$ cat config.mk
export PLATFORM = sky130hd
export DESIGN_NAME = adc_sar_ctrl
export DESIGN_NICKNAME = d
export VERILOG_FILES = /design/src/rtl/adc_sar_pkg.sv /design/src/rtl/adc_sar_seq.sv /design/src/rtl/adc_ctrl_regs.sv /design/src/rtl/adc_sar_ctrl.sv
export SDC_FILE = /design/constraint.sdc
export NUM_CORES = 1
export LEC_CHECK = 0
export BUFFER_PORTS_ARGS = -buffer_cell sky130_fd_sc_hd__buf_2
export CAP_MARGIN = 20
export CORE_MARGIN = 2
export CORE_UTILIZATION = 56
export DETAILED_ROUTE_END_ITERATION = 10
export PLACE_DENSITY = 0.93
export SKIP_CTS_REPAIR_TIMING = 1
export SLEW_MARGIN = 20
export SYNTH_ARGS = -nofsm -noshare
export SYNTH_HDL_FRONTEND = slang
export SYNTH_HIERARCHICAL = 1
export SYNTH_SLANG_ARGS = --single-unit
$ cat constraint.sdc
create_clock -name clk -period 5.9 [get_ports clk]
set_input_delay 0.295 -clock clk [delete_from_list [all_inputs] [get_ports clk]]
set_output_delay 0.295 -clock clk [all_outputs]
set_load 0.02 [all_outputs]
$ cat src/rtl/adc_sar_pkg.sv
package adc_sar_pkg;
    localparam int BUS_W  = 8;
    localparam int CONV_W = 8;

    localparam logic [BUS_W-1:0] ADDR_RESULT = 8'hD0;
    localparam logic [BUS_W-1:0] ADDR_CTRL   = 8'hD1;

    localparam int BIT_IEN   = 7;
    localparam int BIT_DONE  = 6;
    localparam int BIT_START = 5;
    localparam int BIT_PWR   = 4;

    typedef enum logic [1:0] {
        SEQ_IDLE,
        SEQ_SAMPLE,
        SEQ_DECIDE
    } seq_state_t;
endpackage

$ cat src/rtl/adc_sar_seq.sv
module adc_sar_seq
    import adc_sar_pkg::*;
#(
    parameter int RES_W = 8
) (
    input  logic             clk,
    input  logic             rst_n,
    input  logic             start_i,
    input  logic             abort_i,
    input  logic             cmp_hi_i,
    output logic [RES_W-1:0] dac_code_o,
    output logic [RES_W-1:0] res_o,
    output logic             done_o,
    output logic             busy_o
);
    localparam int IDX_W = (RES_W > 1) ? $clog2(RES_W) : 1;
    localparam logic [RES_W-1:0] ONE      = RES_W'(1);
    localparam logic [RES_W-1:0] MSB_ONLY = ONE << (RES_W - 1);
    localparam logic [IDX_W-1:0] TOP_IDX  = IDX_W'(RES_W - 1);

    seq_state_t       state_q, state_d;
    logic [RES_W-1:0] trial_q, trial_d;
    logic [IDX_W-1:0] idx_q, idx_d;

    logic [RES_W-1:0] cur_mask;
    logic [RES_W-1:0] decided;
    logic             last_bit;

    // state register
    always_ff @(posedge clk or negedge rst_n) begin
        if (!rst_n) begin
            state_q <= SEQ_IDLE;
            trial_q <= '0;
            idx_q   <= '0;
        end else begin
            state_q <= state_d;
            trial_q <= trial_d;
            idx_q   <= idx_d;
        end
    end

    // next-state logic
    always_comb begin
        cur_mask = ONE << idx_q;
        decided  = cmp_hi_i ? trial_q : (trial_q & ~cur_mask);
        last_bit = (idx_q == '0);
        state_d  = state_q;
        trial_d  = trial_q;
        idx_d    = idx_q;
        unique case (state_q)
            SEQ_IDLE: begin
                state_d = SEQ_IDLE;
            end
            SEQ_SAMPLE: begin
                state_d = SEQ_DECIDE;
                trial_d = MSB_ONLY;
                idx_d   = TOP_IDX;
            end
            SEQ_DECIDE: begin
                if (last_bit) begin
                    state_d = SEQ_IDLE;
                    trial_d = '0;
                    idx_d   = '0;
                end else begin
                    trial_d = decided | (cur_mask >> 1);
                    idx_d   = idx_q - IDX_W'(1);
                end
            end
            default: state_d = SEQ_IDLE;
        endcase
        if (abort_i) begin
            state_d = SEQ_IDLE;
            trial_d = '0;
            idx_d   = '0;
        end
        if (start_i) begin
            state_d = SEQ_SAMPLE;
            trial_d = '0;
            idx_d   = '0;
        end
    end

    // outputs
    always_comb begin
        dac_code_o = trial_q;
        res_o      = decided;
        busy_o     = (state_q != SEQ_IDLE);
        done_o     = (state_q == SEQ_DECIDE) && last_bit && !start_i && !abort_i;
    end


    sample_to_decide_chk: assert property (@(posedge clk) disable iff (!rst_n)
        (state_q == SEQ_SAMPLE && !start_i && !abort_i) |=> (state_q == SEQ_DECIDE));


    msb_first_chk: assert property (@(posedge clk) disable iff (!rst_n)
        (state_q == SEQ_SAMPLE && !start_i && !abort_i) |=> (trial_q == MSB_ONLY));


    step_down_chk: assert property (@(posedge clk) disable iff (!rst_n)
        (state_q == SEQ_DECIDE && idx_q != '0 && !start_i && !abort_i)
        |=> (state_q == SEQ_DECIDE && idx_q == IDX_W'($past(idx_q) - IDX_W'(1))));


    restart_chk: assert property (@(posedge clk) disable iff (!rst_n)
        start_i |=> (state_q == SEQ_SAMPLE && trial_q == '0));


    abort_idle_chk: assert property (@(posedge clk) disable iff (!rst_n)
        (abort_i && !start_i) |=> (state_q == SEQ_IDLE && trial_q == '0));
endmodule

$ cat src/rtl/adc_ctrl_regs.sv
module adc_ctrl_regs
    import adc_sar_pkg::*;
#(
    parameter int RES_W = 8
) (
    input  logic             clk,
    input  logic             rst_n,
    input  logic [BUS_W-1:0] addr_i,
    input  logic [BUS_W-1:0] wdata_i,
    input  logic             we_i,
    input  logic             re_i,
    input  logic             done_i,
    input  logic [RES_W-1:0] res_i,
    output logic [BUS_W-1:0] rdata_o,
    output logic             start_o,
    output logic             abort_o,
    output logic             pwr_o,
    output logic             irq_o
);
    logic             ien_q, pwr_q, done_q;
    logic [RES_W-1:0] result_q;
    logic             ctrl_hit;

    always_comb begin
        ctrl_hit = we_i && (addr_i == ADDR_CTRL);
        start_o  = ctrl_hit && wdata_i[BIT_START] && wdata_i[BIT_PWR];
        abort_o  = ctrl_hit && !wdata_i[BIT_PWR];
    end

    always_ff @(posedge clk or negedge rst_n) begin
        if (!rst_n) begin
            ien_q    <= 1'b0;
            pwr_q    <= 1'b0;
            done_q   <= 1'b0;
            result_q <= '0;
        end else begin
            if (ctrl_hit) begin
                ien_q <= wdata_i[BIT_IEN];
                pwr_q <= wdata_i[BIT_PWR];
            end
            if (start_o)
                done_q <= 1'b0;
            else if (done_i)
                done_q <= 1'b1;
            if (done_i)
                result_q <= res_i;
        end
    end

    always_comb begin
        rdata_o = '0;
        if (re_i) begin
            if (addr_i == ADDR_RESULT) begin
                rdata_o = BUS_W'(result_q);
            end else if (addr_i == ADDR_CTRL) begin
                rdata_o[BIT_IEN]  = ien_q;
                rdata_o[BIT_DONE] = done_q;
                rdata_o[BIT_PWR]  = pwr_q;
            end
        end
        pwr_o = pwr_q;
        irq_o = ien_q && done_q;
    end


    done_rise_chk: assert property (@(posedge clk) disable iff (!rst_n)
        $rose(done_q) |-> $past(done_i));


    done_clear_chk: assert property (@(posedge clk) disable iff (!rst_n)
        start_o |=> !done_q);


    done_hold_chk: assert property (@(posedge clk) disable iff (!rst_n)
        (done_q && !start_o) |=> done_q);


    result_keep_chk: assert property (@(posedge clk) disable iff (!rst_n)
        !done_i |=> $stable(result_q));
endmodule

$ cat src/rtl/adc_sar_ctrl.sv
module adc_sar_ctrl
    import adc_sar_pkg::*;
(
    input  logic              clk,
    input  logic              rst_n,
    input  logic [BUS_W-1:0]  bus_addr,
    input  logic [BUS_W-1:0]  bus_wdata,
    input  logic              bus_we,
    input  logic              bus_re,
    output logic [BUS_W-1:0]  bus_rdata,
    output logic [CONV_W-1:0] dac_code,
    input  logic              cmp_hi,
    output logic              irq
);
    logic              start_w, abort_w, done_w, busy_w, pwr_w;
    logic [CONV_W-1:0] res_w;

    adc_ctrl_regs #(.RES_W(CONV_W)) u_regs (
        .clk     (clk),
        .rst_n   (rst_n),
        .addr_i  (bus_addr),
        .wdata_i (bus_wdata),
        .we_i    (bus_we),
        .re_i    (bus_re),
        .done_i  (done_w),
        .res_i   (res_w),
        .rdata_o (bus_rdata),
        .start_o (start_w),
        .abort_o (abort_w),
        .pwr_o   (pwr_w),
        .irq_o   (irq)
    );

    adc_sar_seq #(.RES_W(CONV_W)) u_seq (
        .clk        (clk),
        .rst_n      (rst_n),
        .start_i    (start_w),
        .abort_i    (abort_w),
        .cmp_hi_i   (cmp_hi),
        .dac_code_o (dac_code),
        .res_o      (res_w),
        .done_o     (done_w),
        .busy_o     (busy_w)
    );


    power_gate_chk: assert property (@(posedge clk) disable iff (!rst_n)
        !pwr_w |-> !busy_w);
endmodule

# Word level (Yosys, flattened, before mapping)
# Index checks and enable logic that the tools add are counted.
[totals]
word_cells = 53
in_bits = 21
out_inout_bits = 17
ff_bits = 24
[classes]
shifts = 1
mux = 22
n_bitwise = 3
add_sub_neg = 1
n_reduce_logical = 14
eq_ne = 5
[ops]
columns = ["cell", "n"]
rows = [
  ["$mux W8", 5],
  ["$eq A8 B8 Y1 const B", 2],
  ["$pmux W8 S2", 1],
  ["$mux W2", 5],
  ["$mux W3", 3],
  ["$and A8 B8 Y8", 1],
  ["$logic_and A1 B1 Y1", 8],
  ["$not A8 Y8", 1],
  ["$or A8 B7 Y8", 1],
  ["$shl A1 B3 Y8 const A", 1],
  ["$pmux W3 S2", 1],
  ["$mux W1", 5],
  ["$mux W4", 1],
  ["$ne A4 B1 Y1 const B", 1],
  ["$pmux W2 S2", 1],
  ["$reduce_bool A4 Y1", 1],
  ["$logic_not A1 Y1", 3],
  ["$logic_not A3 Y1", 1],
  ["$sub A3 B1 Y3 const B", 1],
  ["$eq A2 B1 Y1 const B", 1],
  ["$eq A2 B2 Y1 const B", 1],
  ["$reduce_bool A2 Y1", 1],
]

# Logic depth before layout (Yosys ltp)
# Gate-level depths: netlist (run 1).
[logic_depth]
depth_word = 9
ltp_mapped = 9
ltp_nobuf = 7

# Modules after synthesis
# Netlist (run 1), hierarchy kept.
[modules_own_cells]
columns = ["module", "area_each_um2", "seq_area_each_um2", "cells_per_inst", "n_inst"]
rows = [
  ["adc_sar_seq", 888.4, 325.3, 104, 1],
  ["adc_ctrl_regs", 553.0, 275.3, 43, 1],
]

# Worst setup path after synthesis (run 1)
# Ideal clock, no wire load.
[synth_timing]
path_type = "in2reg"
start = "input bus_addr[1]"
end = "register u_regs.result_q[0]"
setup_slack_ns = 3.789
stages = 8
t_required_ns = 5.775
path_buffers = 2
arrival_ns = 1.986
setup_time_ns = 0.125
path_cell_list = "and4bb_1 > and4_4 > and3_1 > or3b_1 > buf_2 > nor2_1 > buf_2 > mux2_2"
[synth_between]
elab_chain_len = 7
elab_cells_between_ends = 9
classes_between = "1 x eq/ne; 8 x reduce/logical"
[synth_lines]
columns = ["element", "line_no", "text"]
rows = [
  ["start, declared", "adc_sar_ctrl.sv:6", "input logic [BUS_W-1:0] bus_addr,"],
  ["$eq A8 B8 Y1", "adc_ctrl_regs.sv:25", "ctrl_hit = we_i && (addr_i == ADDR_CTRL);"],
  ["$logic_and A1 B1 Y1", "adc_ctrl_regs.sv:25", ""],
  ["$logic_and A1 B1 Y1 (2 in series)", "adc_ctrl_regs.sv:26", "start_o = ctrl_hit && wdata_i[BIT_START] && wdata_i[BIT_PWR];"],
  ["named net start_w", "adc_sar_ctrl.sv:15", "logic start_w, abort_w, done_w, busy_w, pwr_w;"],
  ["$logic_not A1 Y1", "adc_sar_seq.sv:88", "done_o = (state_q == SEQ_DECIDE) && last_bit && !start_i && !abort_i;"],
  ["$logic_and A1 B1 Y1 (2 in series)", "adc_sar_seq.sv:88", ""],
  ["named net done_w", "adc_sar_ctrl.sv:15", ""],
  ["end signal, assigned", "adc_ctrl_regs.sv:46", "result_q <= res_i;"],
  ["end, declared", "adc_ctrl_regs.sv:21", "logic [RES_W-1:0] result_q;"],
]
# The timed path passes the listed nets, and every way through them passes these cells.
# A chain may end at the register's enable or synchronous reset.

# Final worst setup path (run 1)
[layout_timing]
start = "register u_seq.state_q[0]"
end = "register u_regs.result_q[0]"
[layout_between]
elab_chain_len = 4
[layout_lines]
columns = ["element", "line_no", "text"]
rows = [
  ["start, declared", "adc_sar_seq.sv:21", "seq_state_t state_q, state_d;"],
  ["start signal, assigned", "adc_sar_seq.sv:36", "state_q <= state_d;"],
  ["$eq A2 B2 Y1", "adc_sar_seq.sv:88", ""],
  ["$logic_and A1 B1 Y1 (3 in series)", "adc_sar_seq.sv:88", ""],
  ["named net done_w", "adc_sar_ctrl.sv:15", ""],
]
# The timed path passes the listed nets, and every way through them passes these cells.

==> summary.md, run 1 <==
| Metric | Value |
|---|---|
| Status | `complete, no violations` |
| Flop pwr share | `60.3%` |
| Worst slew pin tran | `0.734 ns` |
| Initial DRT Pass Iterations | `4` |
| Core Util, Final | `66.9%` |
| Reg2reg setup slack | `between 3 and 4 ns` |
| R2R Path End | `u_regs/result_q[0]` |
| Drt via density | `6.10` |
| Final Non-Filler Cells | `204` |
| RSZ-0062 raised after global routing | `no` |
| Final HPWL DP | `2.40 mm` |
| Syn_nets | `170` |
| DRT Wirelength | `3.17 mm` |
| Initial Utilization | `between 50% and 60%` |
| Crit. End Element | `flip-flop` |
| R2R Path Start | `u_seq/state_q[0]` |
| Total CTS buffers | `3` |
| Vias in the first global route | `1,119` |
| Sink Count | `24` |
| CP arrival | `around 2.6 ns` |
| N_diodes | `0` |
| Power per Cell Area | `~180 nW/um^2` |
| Worst setup endpoint | `u_regs/result_q[0]` |
| Slew headroom | `50.9%` |
| Syn Area/Cell | `roughly 10 sq um` |
| Skew-Pair Late Insertion Delay | `0.30 ns` |
| Period utilisation layout | `40.5%` |
| Crit path kind | `reg -> reg` |
| DRC violations left | `0` |
| Nets | `199` |
| MaxCap Viol Count | `0` |
| 1st-iter DRT viols | `42` |
| Hold Fails Final Rpt | `0` |
| Input/output buffers | `32` |
| Row cnt | `18` |
| Most frequent cells in the layout | `buf_2 (32), dfrtp_1 (24), nor2_1 (16), mux2_2 (8)` |
| Initial antenna violation count | `0` |
| Max Slew Vio Count | `0` |
| Hold slack final | `0.181 ns` |
| Overflow after GRT | `0` |
| Overall Global Routing Usage | `22.9%` |
| Crit path required time | `6.10 ns` |
| Clock Pin Slew Worst Setup and Hold Paths | `0.12 ns` |
| Placeable Area | `approximately 2500 sq um` |
| Deepest clock path buffer count | `2` |
| Logic pwr share | `11.4%` |
| Max FO, Critical Path | `9` |
| Area Growth Syn to Fin | `14.2%` |
| # fillers | `about 190` |
| VDD IR max | `0.230 mV` |
| Setup ws final | `3.51 ns` |
| DIE AREA | `roughly 3000 sq um` |
| Worst min path class | `in -> reg` |
| I/O pin cnt | `38` |
| Area of the multi-input gates | `774 sq um` |
| Die Ht | `54.7 um` |
| Routability Congestion | `0.875` |
| Setup-failing EPs final | `0` |
| Routed len/inst | `15.6 um` |
| Post-route ant nets | `0` |
| Die X | `about 55 um` |
| Htree depth | `1` |
| Fmax | `418 MHz` |
| First-pass GRT wire length | `a little under 5 mm` |
| P_int | `0.000220 W` |
| CTS tree | `done` |
| Root Buffer | `clkbuf_4` |
| Crit path launch type | `flip-flop` |
| Switching Power | `0.0000717 W` |
| Clock network fraction of total power | `28.3%` |
| Sequential cell area | `601 sq um` |
| Worst reg2reg path depth | `5` |
| Min cycle time layout | `2.39 ns` |
| Syn Inst Count | `146` |
| Cell Area, Synth | `1440 sq um` |
| Ys Warns | `6` |
| Layout cell share with drive strength beyond 1 | `30.5%` |
| Placed Cells | `199` |
| Leakage power | `0.796 nW` |
| Worst slack, placed | `3.23 ns` |
| Most common cell after layout, fill and taps aside | `buf_2` |
| Largest net degree at the start of global routing | `25` |
| CP Launch Point | `u_seq/state_q[0]` |
| Via count | `roughly 1,200` |
| Net Sw Frac | `24.6%` |
| Fin Clk Skew | `approximately 0.0037 ns` |
| Setup TNS | `0 ns` |
sequential cells by signal, indices dropped and copies added, names as in the netlist:
register,count
u_seq/idx_q,3
u_regs/ien_q,1
u_regs/result_q,8
u_regs/done_q,1
u_regs/pwr_o,1
u_seq/state_q,2
u_seq/dac_code_o,8
metal layers:
metal | GRT usage (%) | wire length, um | vias up
li1 | - | - | 588
met4 | 9.17 | 43 | 0
met1 | 29.8 | 1320 | 584
met5 | 0 | 0 | -
met3 | 2.73 | 250 | 6
met2 | 38.5 | 1560 | 66
worst min-delay path by stage:
stage | startpoint | endpoint | cells after the start
after global routing | bus_wdata[5] | u_regs/done_q | 2
after global placement | rst_n | u_seq/dac_code_o[2] | 1
after CTS | rst_n | u_regs/result_q[7] | 1
after detailed placement | rst_n | u_regs/result_q[7] | 1
final | bus_wdata[5] | u_regs/done_q | 2
after floorplan | rst_n | u_regs/done_q | 0
metrics by stage:
step | power [W] | area (sq um)
after floorplan | 0.000198 | 1440
after global placement | 0.000210 | 1600
after detailed placement | 0.000211 | 1600
after CTS | 0.000292 | 1630
after global routing | 0.000307 | 1640
final | 0.000292 | 1640
layout make-up:
| type | instances | area share [%] |
|---|---|---|
| repair buffers | 33 | 10.4 |
| flip-flops and latches | 24 | 36.6 |
| clock buffers | 4 | 2.21 |
| multi-input cells | 107 | 47.2 |
| well taps | 30 | 2.29 |
| inverters | 6 | 1.37 |
worst max-delay path: stages, from the launching register on:
cell and delay, ns:
dfrtp_1 0.42, inv_1 0.09, ha_1 0.29, or3b_1 0.48, nor2_1 0.60, mux2_2 0.41
power by group through the flow:
stage          Combinational, W  Clock [W]  Sequential, W
2_1_floorplan         0.0000235          0       0.000174
4_1_cts               0.0000327  0.0000839       0.000176
3_5_place_dp          0.0000322          0       0.000179
6_report              0.0000334  0.0000826       0.000176
3_3_place_gp          0.0000311          0       0.000178
5_1_grt               0.0000370  0.0000927       0.000177
No activity file was read; power rests on OpenSTA's default activity.
==> run 2, diff against run 1 <==
- CORE_UTILIZATION: 56 -> 47
- PLACE_DENSITY: 0.93 -> 0.84
- clock period: 5.9 -> 2.2 ns (I/O delays scaled with it)
==> run 2 against run 1 <==
Against the previous run: sequential power rose to 2.6 times the previous value; total power rose to 2.6 times the previous value; clock skew fell by 0.0028 ns.
==> summary.md, run 2 (synthesized netlist as in run 1, its figures left out) <==
| Metric | Value |
|---|---|
| Vias in the first global route | `1,280 (+14%)` |
| Flop pwr share | `60.7% (+0.4 points)` |
| Placeable Area | `2980 sq um (+21%)` |
| Die X | `59.3 um (+8.5%)` |
| CP arrival | `2.08 ns (-0.51 ns)` |
| Area Growth Syn to Fin | `17.8%` |
| Die Ht | `59.3 um (+8.5%)` |
| Final HPWL DP | `2.57 mm (+7.0%)` |
| Crit. End Element | `flip-flop` |
| Hold Fails Final Rpt | `0 (unchanged)` |
| Status | `complete, no violations` |
| Largest net degree at the start of global routing | `25 (unchanged)` |
| RSZ-0062 raised after global routing | `no` |
| Most common cell after layout, fill and taps aside | `buf_2` |
| Sink Count | `24 (unchanged)` |
| CTS tree | `done` |
| Root Buffer | `clkbuf_4` |
| Hold path depth | `2 (unchanged)` |
| P_int | `0.000559 W (+150%)` |
| Total power draw | `0.000758 W (+160%)` |
| Placed cell area | `1650 sq um (+3.5%)` |
| Overall Global Routing Usage | `21.2% (-1.8 points)` |
| Crit path launch type | `flip-flop` |
| Worst min path class | `in -> reg` |
| Max Slew Vio Count | `0 (unchanged)` |
| Deepest clock path buffer count | `2 (unchanged)` |
| Htree depth | `1 (unchanged)` |
| Drt via density | `5.93 (-2.8%)` |
| Total CTS buffers | `3 (unchanged)` |
| Worst slew pin tran | `0.531 ns (-0.203 ns)` |
| DRC violations left | `0 (unchanged)` |
| I/O pin cnt | `38 (unchanged)` |
| Slew headroom | `64.1% (+13 points)` |
| Routability Congestion | `0.880 (+0.54%)` |
| Max FO, Critical Path | `5 (-4)` |
| Nets | `207 (+4.0%)` |
| Row cnt | `20 (+2)` |
| Net Sw Frac | `26.2% (+1.6 points)` |
| Initial Utilization | `48.3% (-10 points)` |
| Initial DRT Pass Iterations | `4 (unchanged)` |
| Hold slack final | `0.0300 ns (-0.151 ns)` |
| Clock network fraction of total power | `24.8% (-3.5 points)` |
| Fin area | `1690 sq um (+3.2%)` |
| Initial antenna violation count | `0 (unchanged)` |
| Switching Power | `0.000199 W (+180%)` |
| Period utilisation layout | `84.1% (+44 points)` |
| Most frequent cells in the layout | `buf_2 (32), dfrtp_1 (24), nor2_1 (16), mux2_2 (8), buf_4 (7)` |
| Leakage power | `0.827 nW (+3.9%)` |
| Layout cell share with drive strength beyond 1 | `32.6% (+2.1 points)` |
| N_diodes | `0 (unchanged)` |
| 1st-iter DRT viols | `47 (+12%)` |
| Input/output buffers | `32 (unchanged)` |
| Crit path required time | `2.43 ns (-3.67 ns)` |
| Min cycle time layout | `1.85 ns (-0.542 ns)` |
| Crit path kind | `reg -> reg` |
| Logic pwr share | `14.5% (+3.1 points)` |
| DIE AREA | `3520 sq um (+18%)` |
| Placed Cells | `209 (+5.0%)` |
| # fillers | `271 (+42%)` |
| Overflow after GRT | `0 (unchanged)` |
| Power per Cell Area | `447 nW/um^2 (+150%)` |
| First-pass GRT wire length | `5.66 mm (+15%)` |
| Worst reg2reg path depth | `6 (+1)` |
| VDD IR max | `0.300 mV (+30%)` |
| Final Non-Filler Cells | `214 (+4.9%)` |
| Skew-Pair Late Insertion Delay | `0.30 ns (about the same)` |
| Fin Clk Skew | `0.000916 ns (-0.00279 ns)` |
| Clock Pin Slew Worst Setup and Hold Paths | `0.12 ns (about the same)` |
| Setup TNS | `0 ns (unchanged)` |
| Post-route ant nets | `0 (unchanged)` |
| Fmax | `541 MHz (+29%)` |
| Routed len/inst | `16.3 um (+4.5%)` |
| Setup-failing EPs final | `0 (unchanged)` |
| DRT Wirelength | `3.48 mm (+9.6%)` |
| Via count | `1,269 (+2.0%)` |
| MaxCap Viol Count | `0 (unchanged)` |
-- run 2: per-stage QoR --
| stage | worst slack [ns] | utilization [%] |
|---|---|---|
| 2_1_floorplan | 0.274 | - |
| 3_3_place_gp | 0.218 | 55.5 |
| 3_5_place_dp | 0.142 | 55.5 |
| 4_1_cts | 0.352 | 56.2 |
| 5_1_grt | 0.318 | 56.9 |
| 6_report | 0.350 | 56.9 |
-- run 2: path summary, 6_finish.rpt --
path,slack [ns],from,to
min reg2reg,0.52,u_regs/result_q[0],u_regs/result_q[0]
max reg2reg,0.35,u_seq/state_q[0],u_seq/dac_code_o[6]
max,0.35,u_seq/state_q[0],u_seq/dac_code_o[6]
min,0.03,bus_wdata[4],u_regs/done_q
max in group asynchronous,1.53,rst_n,u_seq/dac_code_o[0]
min in group asynchronous,0.31,rst_n,u_seq/dac_code_o[4]
-- run 2: worst max-delay path, stage by stage, from the launching register on --
cell and delay [ns]:
dfrtp_1 0.42, inv_1 0.09, ha_1 0.19, or3b_1 0.37
buf_4 0.17, or3_4 0.34, o22ai_1 0.19
-- run 2: metal layers --
| metal | wire length (um) | GRT usage [%] |
|---|---|---|
| met3 | 210 | 1.97 |
| met2 | 1800 | 38.6 |
| met5 | 0 | 0 |
| met1 | 1450 | 26.6 |
| met4 | 19 | 5.19 |
-- run 2: power by group through the flow --
stage          sequential (W)  combinational, W  clock [W]
2_1_floorplan        0.000467         0.0000630          0
3_3_place_gp         0.000467          0.000101          0
3_5_place_dp         0.000468          0.000106          0
4_1_cts              0.000460          0.000107   0.000196
5_1_grt              0.000462          0.000122   0.000214
6_report             0.000460          0.000110   0.000188
-- run 2: final cells by class --
type | count | area [sq um] | area share, %
Multi-Input combinational cell | 107 | 774 | 45.7
Sequential cell | 24 | 601 | 35.5
Timing Repair Buffer | 41 | 233 | 13.7
Tap cell | 33 | 41.3 | 2.44
Clock buffer | 3 | 22.5 | 1.33
Inverter | 6 | 22.5 | 1.33
==> run 3, diff against run 2 <==
- ABC_AREA: unset -> 1
- CORE_UTILIZATION: 47 -> 52
- PLACE_DENSITY: 0.84 -> 0.88
- clock period: 2.2 -> 1.8 ns (I/O delays scaled with it)
==> run 3 against run 2 <==
Against the previous run: clock power up 110%; worst hold slack lost 0.014 ns; first-iteration DRC count is the same; final cell count grew 26%; count of clock-buffer cells in the layout is the same; global-route usage is 2.8 points lower; routed wire length down 18%; combinational power is essentially flat; register-to-register slack worse by 0.08 ns.
==> summary.md, run 3 <==
| Metric | Value |
|---|---|
| Status | `complete, no violations` |
| Routed len/inst | `10.6 um (-35%)` |
| Crit path kind | `reg -> reg` |
| Fin Clk Skew | `0.0149 ns (+0.0140 ns)` |
| Slew headroom | `66.6% (+2.5 points)` |
| Area Growth Syn to Fin | `17.9% (about the same)` |
| Ys Warns | `6 (unchanged)` |
| Placeable Area | `2730 sq um (-8.2%)` |
| Final HPWL DP | `2.27 mm (-12%)` |
| Die X | `57.3 um (-3.4%)` |
| Crit path required time | `2.04 ns (-0.39 ns)` |
| Sink Count | `24 (unchanged)` |
| Crit path launch type | `flip-flop` |
| Most common cell after layout, fill and taps aside | `nand2_1` |
| Initial Utilization | `54.1% (+5.8 points)` |
| Placed cell area | `1680 sq um (+1.7%)` |
| Worst slew pin tran | `0.500 ns (-0.0308 ns)` |
| Post-route ant nets | `0 (unchanged)` |
| Most frequent cells in the layout | `nand2_1 (77), buf_2 (32), inv_1 (32), dfrtp_1 (24), nand3_1 (11)` |
| CP max stage cell | `dfrtp_1` |
| Crit. End Element | `flip-flop` |
| DRC violations left | `0 (unchanged)` |
| Nets | `264 (+28%)` |
| RSZ-0062 raised after global routing | `no` |
| Leakage power | `1.02 nW (+23%)` |
| VDD IR max | `0.663 mV (+120%)` |
| Setup TNS | `0 ns (unchanged)` |
| DIE AREA | `3280 sq um (-6.6%)` |
| Syn Area/Cell | `7.32 sq um (-26%)` |
| Die Ht | `57.3 um (-3.4%)` |
| 1st-iter DRT viols | `47 (unchanged)` |
| Htree depth | `1 (unchanged)` |
| First-pass GRT wire length | `4.74 mm (-16%)` |
| N_diodes | `0 (unchanged)` |
| Critical Path Most Common Cell | `inv_1` |
| Routability Congestion | `0.848 (-3.7%)` |
| Deepest clock path buffer count | `2 (unchanged)` |
| Max Slew Vio Count | `0 (unchanged)` |
| Syn_nets | `226 (+33%)` |
| Clock Pin Slew Worst Setup and Hold Paths | `0.13 ns (about the same)` |
| Drt via density | `4.97 (-16%)` |
| Power per Cell Area | `601 nW/um^2 (+34%)` |
| Critical Path Max Stage Delay | `0.40 ns (-0.02 ns)` |
| Via count | `1,341 (+5.7%)` |
| Input/output buffers | `32 (unchanged)` |
| Hold path depth | `3 (+1)` |
| Vias in the first global route | `1,189 (-7.1%)` |
| Worst reg2reg path depth | `8 (+2)` |
| Fmax | `653 MHz (+21%)` |
| Total CTS buffers | `3 (unchanged)` |
| Initial antenna violation count | `0 (unchanged)` |
| Overall Global Routing Usage | `18.3% (-2.8 points)` |
| Largest net degree at the start of global routing | `25 (unchanged)` |
| Initial DRT Pass Iterations | `5 (+1)` |
| Max FO, Critical Path | `14 (+9)` |
| Layout cell share with drive strength beyond 1 | `28.5% (-4.1 points)` |
| CP arrival | `1.77 ns (-0.31 ns)` |
| Reg2reg setup slack | `0.27 ns (-0.08 ns)` |
| Hold Fails Final Rpt | `0 (unchanged)` |
| Syn Inst Count | `202 (+38%)` |
| CTS tree | `done` |
| Crit-path cells | `inv_1 -> ha_1 -> inv_1 -> nor3_1 -> buf_4 -> inv_1 -> nand2_1 -> nand2_1` |
| MaxCap Viol Count | `0 (unchanged)` |
| Skew-Pair Late Insertion Delay | `0.33 ns (+0.03 ns)` |
| Min cycle time layout | `1.53 ns (-0.319 ns)` |
| Period utilisation layout | `85.0% (+0.97 points)` |
| Fin area | `1740 sq um (+2.8%)` |
| Overflow after GRT | `0 (unchanged)` |
| Worst min path class | `in -> reg` |
| DRT Wirelength | `2.86 mm (-18%)` |
| Setup-failing EPs final | `0 (unchanged)` |
| I/O pin cnt | `38 (unchanged)` |
| Cell Area, Synth | `1480 sq um (+2.8%)` |
| Row cnt | `19 (-5.0%)` |
| Root Buffer | `clkbuf_4` |
==> run 3: changes by cell type in the layout (fill, tap and decap cells not counted), sizes merged, moves of 5 or more <==
cell,previous run,this run
nand2,6,82
inv,6,38
nand3,3,14
mux2,10,0
and2,6,0
buf,39,34
o21ai,5,10
==> run 3: area by class of cell <==
cell class                 instances  area, sq um
fill                             245          992
multi-input combinational        138          722
sequential                        24          601
timing repair buffer              35          185
inverter                          38          143
tap                               31         38.8
clock inverter                     1         30.0
clock buffer                       3         22.5
==> run 3: metal layers <==
layer | GRT usage (%) | vias to the layer above | part of all wire, %
li1 | - | 685 | -
met1 | 22.6 | 590 | 42
met2 | 33.0 | 61 | 48
met3 | 1.13 | 5 | 8.3
met4 | 8.31 | 0 | 1.7
met5 | 0 | - | 0
==> run 3: path summary, 6_finish.rpt <==
path / to / start
max: u_regs/result_q[6] / u_seq/state_q[0]
min: u_regs/ien_q / bus_wdata[7]
max reg2reg: u_regs/result_q[6] / u_seq/state_q[0]
min reg2reg: u_regs/result_q[7] / u_regs/result_q[7]
max in group asynchronous: u_seq/state_q[1] / rst_n
min in group asynchronous: u_regs/result_q[3] / rst_n
==> run 3: metrics by stage <==
stage / cells / setup WS (ns) / total power, W / util [%] / hold slack [ns]
after floorplan: 202 / 0.267 / 0.000627 / - / -0.206
after global placement: 265 / 0.317 / 0.000668 / 61.4 / 0.0831
after detailed placement: 265 / 0.238 / 0.000670 / 61.4 / 0.0872
after CTS: 269 / 0.232 / 0.00106 / 63.3 / -0.278
after global routing: 270 / 0.116 / 0.00109 / 63.7 / 0.0272
final: 270 / 0.269 / 0.00105 / 63.7 / 0.0165
==> run 3: power by group <==
group          total (W)  switching [W]  leakage, nW  internal (W)
registers       0.000555     0.00000756        0.324      0.000547
logic           0.000107      0.0000707        0.668     0.0000362
clock network   0.000386       0.000160       0.0279      0.000226
==> run 3: critical path: cells and delay by family, from the launching register on <==
family | cells | cell delay, ns
adders and majority gates | 1 | 0.25
buffers and inverters | 4 | 0.47
DFF | 1 | 0.40
and+or+nand+nor | 3 | 0.33
